`config.mk`:
```
export PLATFORM = sky130hd
export DESIGN_NAME = ling_sparse_adder
export DESIGN_NICKNAME = d
export VERILOG_FILES = /design/src/rtl/ling_adder_pkg.sv /design/src/rtl/ling_group_form.sv /design/src/rtl/ling_prefix_tree.sv /design/src/rtl/ling_group_select.sv /design/src/rtl/ling_sparse_adder.sv
export SDC_FILE = /design/constraint.sdc
export NUM_CORES = 1
export LEC_CHECK = 0
export CAP_MARGIN = 30
export CORE_ASPECT_RATIO = 0.75
export CORE_UTILIZATION = 35
export DETAILED_ROUTE_END_ITERATION = 10
export GPL_TIMING_DRIVEN = 0
export PLACE_DENSITY_LB_ADDON = 0.3
export SYNTH_ARGS = -nofsm -noshare
export SYNTH_HDL_FRONTEND = slang
export SYNTH_SLANG_ARGS = --single-unit
export TNS_END_PERCENT = 1
```
`constraint.sdc`:
```
create_clock -name vclk -period 4.4
set_clock_uncertainty 0.2 [all_clocks]
set_input_delay 1.1 -clock vclk [all_inputs]
set_output_delay 1.1 -clock vclk [all_outputs]
set_load 0.05 [all_outputs]
```
`src/rtl/ling_adder_pkg.sv`:
```
package ling_adder_pkg;

   // prefix tree shape selectors
   localparam int TREE_DENSE  = 0;
   localparam int TREE_FANOUT = 1;

   // pseudo-carry / transmit node
   typedef struct packed {
      logic h;
      logic t;
   } ling_pair_t;

   // associative merge: upper span absorbs lower span
   function automatic ling_pair_t ling_merge(input ling_pair_t upper, input ling_pair_t lower);
      ling_pair_t r;
      r.h = upper.h | (upper.t & lower.h);
      r.t = upper.t & lower.t;
      return r;
   endfunction

endpackage

```
`src/rtl/ling_group_form.sv`:
```
module ling_group_form
   import ling_adder_pkg::*;
(
   input  logic [1:0] a_pair,
   input  logic [1:0] b_pair,
   input  logic       t_below,
   output ling_pair_t node,
   output logic [1:0] sum_if0,
   output logic [1:0] sum_if1
);

   logic [1:0] gen_b;
   logic [1:0] trn_b;
   logic [1:0] hsum_b;
   logic       c_hi_if1;

   always_comb begin
      gen_b  = a_pair & b_pair;
      trn_b  = a_pair | b_pair;
      hsum_b = a_pair ^ b_pair;

      // pair pseudo-carry and pair transmit (shifted by one bit)
      node.h = gen_b[1] | gen_b[0];
      node.t = trn_b[0] & t_below;

      // incoming pseudo-carry 0: no carry into the lower bit
      sum_if0 = {hsum_b[1] ^ gen_b[0], hsum_b[0]};

      // incoming pseudo-carry 1: true carry into lower bit is t_below
      c_hi_if1 = gen_b[0] | (trn_b[0] & t_below);
      sum_if1  = {hsum_b[1] ^ c_hi_if1, hsum_b[0] ^ t_below};
   end

endmodule

```
`src/rtl/ling_prefix_tree.sv`:
```
module ling_prefix_tree
   import ling_adder_pkg::*;
#(
   parameter int NGRP      = 16,
   parameter int TREE_KIND = TREE_DENSE
) (
   input  logic [NGRP-1:0] h_in,
   input  logic [NGRP-1:0] t_in,
   output logic [NGRP-1:0] h_pfx,
   output logic [NGRP-1:0] t_pfx
);

   localparam int LEVELS = (NGRP > 1) ? $clog2(NGRP) : 1;

   if (NGRP < 2) begin : g_bad_ngrp
      $error("ling_prefix_tree: NGRP must be at least 2");
   end
   if (TREE_KIND != TREE_DENSE && TREE_KIND != TREE_FANOUT) begin : g_bad_kind
      $error("ling_prefix_tree: unknown TREE_KIND");
   end

   logic [NGRP-1:0] h_lv [LEVELS+1];
   logic [NGRP-1:0] t_lv [LEVELS+1];

   assign h_lv[0] = h_in;
   assign t_lv[0] = t_in;

   for (genvar lv = 0; lv < LEVELS; lv++) begin : g_level
      for (genvar i = 0; i < NGRP; i++) begin : g_node
         if (TREE_KIND == TREE_DENSE) begin : g_dense
            localparam int SPAN = 1 << lv;
            if (i >= SPAN) begin : g_merge
               assign {h_lv[lv+1][i], t_lv[lv+1][i]} =
                  ling_merge({h_lv[lv][i], t_lv[lv][i]},
                             {h_lv[lv][i-SPAN], t_lv[lv][i-SPAN]});
            end else begin : g_pass
               assign h_lv[lv+1][i] = h_lv[lv][i];
               assign t_lv[lv+1][i] = t_lv[lv][i];
            end
         end else begin : g_fanout
            localparam int SRC = ((i >> lv) << lv) - 1;
            if (((i >> lv) & 1) == 1) begin : g_merge
               assign {h_lv[lv+1][i], t_lv[lv+1][i]} =
                  ling_merge({h_lv[lv][i], t_lv[lv][i]},
                             {h_lv[lv][SRC], t_lv[lv][SRC]});
            end else begin : g_pass
               assign h_lv[lv+1][i] = h_lv[lv][i];
               assign t_lv[lv+1][i] = t_lv[lv][i];
            end
         end
      end
   end

   assign h_pfx = h_lv[LEVELS];
   assign t_pfx = t_lv[LEVELS];

endmodule

```
`src/rtl/ling_group_select.sv`:
```
module ling_group_select (
   input  logic       h_carry_in,
   input  logic [1:0] sum_if0,
   input  logic [1:0] sum_if1,
   output logic [1:0] sum_pair
);

   assign sum_pair = h_carry_in ? sum_if1 : sum_if0;

endmodule

```
`src/rtl/ling_sparse_adder.sv`:
```
module ling_sparse_adder
   import ling_adder_pkg::*;
#(
   parameter int WIDTH     = 32,
   parameter int TREE_KIND = TREE_DENSE
) (
   input  logic [WIDTH-1:0] opa,
   input  logic [WIDTH-1:0] opb,
   output logic [WIDTH-1:0] sum,
   output logic             cout
);

   localparam int NGRP = WIDTH / 2;

   if ((WIDTH % 2) != 0 || WIDTH < 4) begin : g_bad_width
      $error("ling_sparse_adder: WIDTH must be even and at least 4");
   end

   logic [WIDTH-1:0] trn_bit;
   logic [NGRP-1:0]  grp_h;
   logic [NGRP-1:0]  grp_t;
   logic [NGRP-1:0]  pfx_h;
   logic [NGRP-1:0]  pfx_t;

   assign trn_bit = opa | opb;

   for (genvar j = 0; j < NGRP; j++) begin : g_grp
      logic       t_below;
      logic       h_cin;
      ling_pair_t node;
      logic [1:0] cand0;
      logic [1:0] cand1;

      if (j == 0) begin : g_base
         // no carry-in: lowest pair sees pseudo-carry 0
         assign t_below = 1'b0;
         assign h_cin   = 1'b0;
      end else begin : g_upper
         assign t_below = trn_bit[2*j-1];
         assign h_cin   = pfx_h[j-1];
      end

      ling_group_form u_form (
         .a_pair  (opa[2*j+1:2*j]),
         .b_pair  (opb[2*j+1:2*j]),
         .t_below (t_below),
         .node    (node),
         .sum_if0 (cand0),
         .sum_if1 (cand1)
      );

      assign grp_h[j] = node.h;
      assign grp_t[j] = node.t;

      ling_group_select u_sel (
         .h_carry_in (h_cin),
         .sum_if0    (cand0),
         .sum_if1    (cand1),
         .sum_pair   (sum[2*j+1:2*j])
      );
   end

   ling_prefix_tree #(
      .NGRP      (NGRP),
      .TREE_KIND (TREE_KIND)
   ) u_tree (
      .h_in  (grp_h),
      .t_in  (grp_t),
      .h_pfx (pfx_h),
      .t_pfx (pfx_t)
   );

   assign cout = trn_bit[WIDTH-1] & pfx_h[NGRP-1];

endmodule

```
==> metrics.txt, run 1 <==
num sequential=0; WL final=7.40 mm; RSZ-0062 raised after global routing=true; DRC violations left=0; Port Buffers=97; WS Path Type=input pin to output pin; Period minus WS final=4.78 ns; crit-path max FO=4; Vias=2602; Worst-Margin Slew=0.540 ns; Crit path required time=3.10 ns; Slew HR=0.637; Crit path top cell by count=buf_6; Setup WS pre-CTS=-1.69 ns; max-cap violations=0; placed cell area=0.00358 mm2; final net count=578; unique cell type count in the Yosys netlist=42; Fmax=209 MHz; worst-path cell chain=clkdlybuf4s50_1, ha_2, or3_1, a311o_1, a31oi_4, buf_6, mux2i_4, xnor2_2, buf_6; area of the multi-input gates=0.00285 mm2; Seq. cell area=0 um2; Synth Instances=302; Remaining Overflow, GRT=0; critical path launch point type=input pin; Tot GR Track Use=0.204; ANT nets after route=0; Leakage=2.06 nW; fillcell total=493; Die X=96.0 um; Setup Total Neg Slack=-3.34 ns; vias per cell=5.05; DR pass1 iterations=4; Setup crit end=sum[29]; synthesized area=0.00232 mm2; share of cells above drive strength 1=0.505; Max stage delay on crit path=0.44 ns; DR WL/cell=14.4 um; Die Y-Extent=72.5 um; Final Hold Viols=0; Boundary Pins=97; gp weighted congestion=0.769; antenna violations before repair=0; Yosys warnings=0; post-synth top area share=0.340; Hold WS=2.57 ns; Seq/Total Area, Yosys=0; area grow syn2layout=91.8%; vias in the first global route=2601; status=complete, but fails checks; die area=0.00696 mm2; initial core utilization=0.366; Final setup viols=18; Inserted Diodes=0; CP Capture Type=output pin; Synth area leader=ha_1; worst setup margin=-0.381 ns; largest cells by area after synthesis=ha_1 (34%), fa_1 (13%), inv_1 (11%), xnor2_1 (5.7%), nor2_1 (4.7%); Pwr per Cell Area=194 mW/mm2; largest net degree at the start of global routing=8; post-synthesis area per instance=7.69 um2; clkbuf count=0; Final Cycle Share=1.09; Slowest cell on crit path=clkdlybuf4s50_1; Max rail drop VDD=0.000113 V; first-pass GRT wire length=11.5 mm; core area=0.00635 mm2; num rows=25; violated checks=negative setup slack; CTS Hold Bufs=0; net count after synthesis=444; Critical Path Source=opa[24]; HP Class=input pin to output pin; drt initial violations=68; Slew Viols, Final=0; post-route design area=0.00445 mm2; Worst Path Arrival=3.48 ns; DP HPWL=5.19 mm
## power breakdown
part | internal, W | total, W | switching (W)
Sequential | 0 | 0 | 0
Combinational | 0.000355 | 0.000863 | 0.000508
Clock | 0 | 0 | 0
Total | 0.000355 | 0.000863 | 0.000508
## stage by stage
| stage | instances | util | power [W] |
|---|---|---|---|
| floorplan | 302 | - | 0.000487 |
| global placement | 480 | 0.564 | 0.000715 |
| detailed placement | 480 | 0.564 | 0.000725 |
| CTS | 508 | 0.672 | 0.000821 |
| global route | 515 | 0.701 | 0.000915 |
| finish | 515 | 0.701 | 0.000863 |
## worst min path at each step
stage	from	end	depth (start not counted)
4_1_cts	opb[21]	sum[21]	5
3_3_place_gp	opb[0]	sum[0]	3
5_1_grt	opa[19]	sum[19]	5
2_1_floorplan	opb[0]	sum[0]	1
6_report	opa[7]	sum[7]	5
3_5_place_dp	opb[0]	sum[0]	3
## synth_stat cells, drive strengths merged (4+ instances only)
cell and n:
nor3 6, o31a 6, nand2 19, mux2i 8, o31ai 5, o21ai 14, nor2 30, fa 15
ha 63, a31oi 5, nand3 4, nor4 4, xnor2 15, a21oi 12, inv 71
## layout by cell type (no fill, tap or decap), types with 4 or more instances in the layout
cell             synthesis  routed
buf_4                    0      41
inv_1                   71      38
inv_2                    0      28
ha_1                    63      28
dlygate4sd2_1            0      26
clkdlybuf4s50_1          0      26
buf_6                    0      23
ha_4                     0      19
ha_2                     0      16
fa_1                    15      15
nor2_1                  29      14
nand2_1                 19      14
a21oi_1                 12      11
nor2_4                   0      10
xnor2_2                  0       8
xnor2_1                 15       7
nor2_2                   1       6
o31a_1                   6       6
o21ai_0                 14       6
mux2i_2                  0       6
o21ai_2                  0       5
buf_2                    0       5
nor3_1                   6       4
nand2_2                  0       4
a31oi_4                  1       4
dlymetal6s2s_1           0       4
## cells by family (layout without fill, tap and decap cells)
logic type                 count (synthesis)  in the layout  synth area share
AOI/OAI and AO/OA                         57             57             0.175
muxes                                      8              8            0.0345
and+or+nand+nor                           72             72             0.147
adders and majority gates                 78             78             0.469
buffers and inverters                     71            203             0.115
xor gates and xnor gates                  16             16            0.0604
## critical path, delay by kind of cell
family / cells / cell delay [ns]
AOI/OAI and AO/OA: 2 / 0.62
buffers and inverters: 3 / 0.75
xor gates and xnor gates: 1 / 0.13
adders and majority gates: 1 / 0.27
and+or+nand+nor: 1 / 0.38
muxes: 1 / 0.22
## final cells by class
class	count	area share
Tap cell	81	0.0228
Timing Repair Buffer	132	0.270
Multi-Input combinational cell	231	0.641
Inverter	71	0.0661
## per-layer routing
metal	global-route usage	routed length (um)	up-vias
met5	0	0	-
met4	0.0149	36	0
met3	0.0178	350	4
met2	0.382	3830	76
met1	0.264	3180	1257
li1	-	-	1265
## what timing repair did
| action | CTS | global route |
|---|---|---|
| endpoints found under the setup margin | 31 | 25 |
| setup buffers | 28 | 7 |
| gates resized for setup | 378 | 46 |
| pin swaps | 48 | 18 |
Note: power is estimated with default switching activity, not from simulation.
==> run 2, diff against run 1 <==
Settings changed: CORE_ASPECT_RATIO 0.75 to not set.
==> metrics.txt, run 2 (synthesized netlist as in run 1, its figures left out) <==
status=complete, but fails checks; violated checks=negative setup slack; DP HPWL=5.02 mm; Slew HR=0.650; Max rail drop VDD=0.000158 V; fillcell total=532; share of cells above drive strength 1=0.493; DR WL/cell=13.5 um; Seq. cell area=0 um2; Hold WS=2.64 ns; CTS Hold Bufs=0; Max stage delay on crit path=0.57 ns; Slowest cell on crit path=or4b_4; Period minus WS final=4.69 ns; max-cap violations=0; crit-path max FO=3; drt initial violations=48; num sequential=0; Worst Path Arrival=3.39 ns; antenna violations before repair=0; first-pass GRT wire length=11.6 mm; num rows=29; Die X=83.4 um; worst-path cell chain=buf_8, inv_4, ha_4, nor4_4, and2_4, or4b_4, nand3_4, a31oi_4, or4b_4, a21oi_4, buf_6; area grow syn2layout=86.6%; Tot GR Track Use=0.195; WL final=6.93 mm; Crit path top cell by count=or4b_4; CP Capture Type=output pin; worst setup margin=-0.295 ns; Slew Viols, Final=0; Final Cycle Share=1.07; Fmax=213 MHz; Pwr per Cell Area=194 mW/mm2; commonest non-fill, non-tap cell in the layout=buf_4; final net count=580; HP Class=input pin to output pin; core area=0.00639 mm2; Final setup viols=17; CP Buf/Inv Count=3; Setup Total Neg Slack=-2.21 ns; clkbuf count=0; critical path launch point type=input pin; Crit path required time=3.10 ns; largest net degree at the start of global routing=6; DRC violations left=0; vias in the first global route=2732; Port Buffers=97; DR pass1 iterations=4; WS Path Type=input pin to output pin; vias per cell=5.03; initial core utilization=0.363; CP delay by family, top=simple AND/OR/NAND/NOR gates; die area=0.00696 mm2; Boundary Pins=97; Vias=2580; most frequent cells in the layout=buf_4 (42), inv_1 (37), inv_2 (28), ha_1 (28), dlygate4sd2_1 (28); Power Total=0.000840 W; Die Y-Extent=83.4 um; RSZ-0062 raised after global routing=true; Remaining Overflow, GRT=0; Worst-Margin Slew=0.527 ns; gp weighted congestion=0.803; Leakage=2.02 nW; Final Hold Viols=0; Inserted Diodes=0; Setup WS pre-CTS=-1.58 ns; ANT nets after route=0
run 2: cell type report:
cell class	count	area, um2	area share
multi-input combinational	231	2750	0.634
timing repair buffer	134	1190	0.275
inverter	71	297	0.0685
tap	77	96.3	0.0222
run 2: power by group:
| part | switching (W) | internal, W | leakage, nW | total, W |
|---|---|---|---|---|
| sequential | 0 | 0 | 0 | 0 |
| combinational | 0.000495 | 0.000345 | 2.02 | 0.000840 |
| clock | 0 | 0 | 0 | 0 |
run 2: final timing paths:
path	start	to	slack (ns)	cells after the start
setup / recovery	opb[5]	cout	-0.29	11
hold / removal	opa[14]	sum[14]	2.64	5
run 2: metrics by stage:
stage / util / instances / instance area [um2]
4_1_cts: 0.656 / 507 / 4190
3_5_place_dp: 0.560 / 476 / 3580
2_1_floorplan: - / 302 / 2510
3_3_place_gp: 0.560 / 476 / 3580
5_1_grt: 0.678 / 513 / 4330
6_report: 0.678 / 513 / 4330
run 2: tightest hold or removal path, stage by stage:
cell,delay (ns)
dlymetal6s2s_1,0.14
inv_2,0.08
fa_1,0.17
a21oi_1,0.07
buf_4,0.18
run 2: per-layer routing:
layer / vias to the layer above / GRT usage / part of all wire
li1: 1266 / - / -
met1: 1216 / 0.219 / 0.39
met2: 80 / 0.399 / 0.54
met3: 18 / 0.0219 / 0.047
met4: 0 / 0.0231 / 0.028
met5: - / 0 / 0
run 2: what timing repair did:
action                     4_1_cts  5_1_grt
resized for setup              374       39
setup endpoints to repair       31       26
pin swaps                       52       13
setup buffers                   31        6
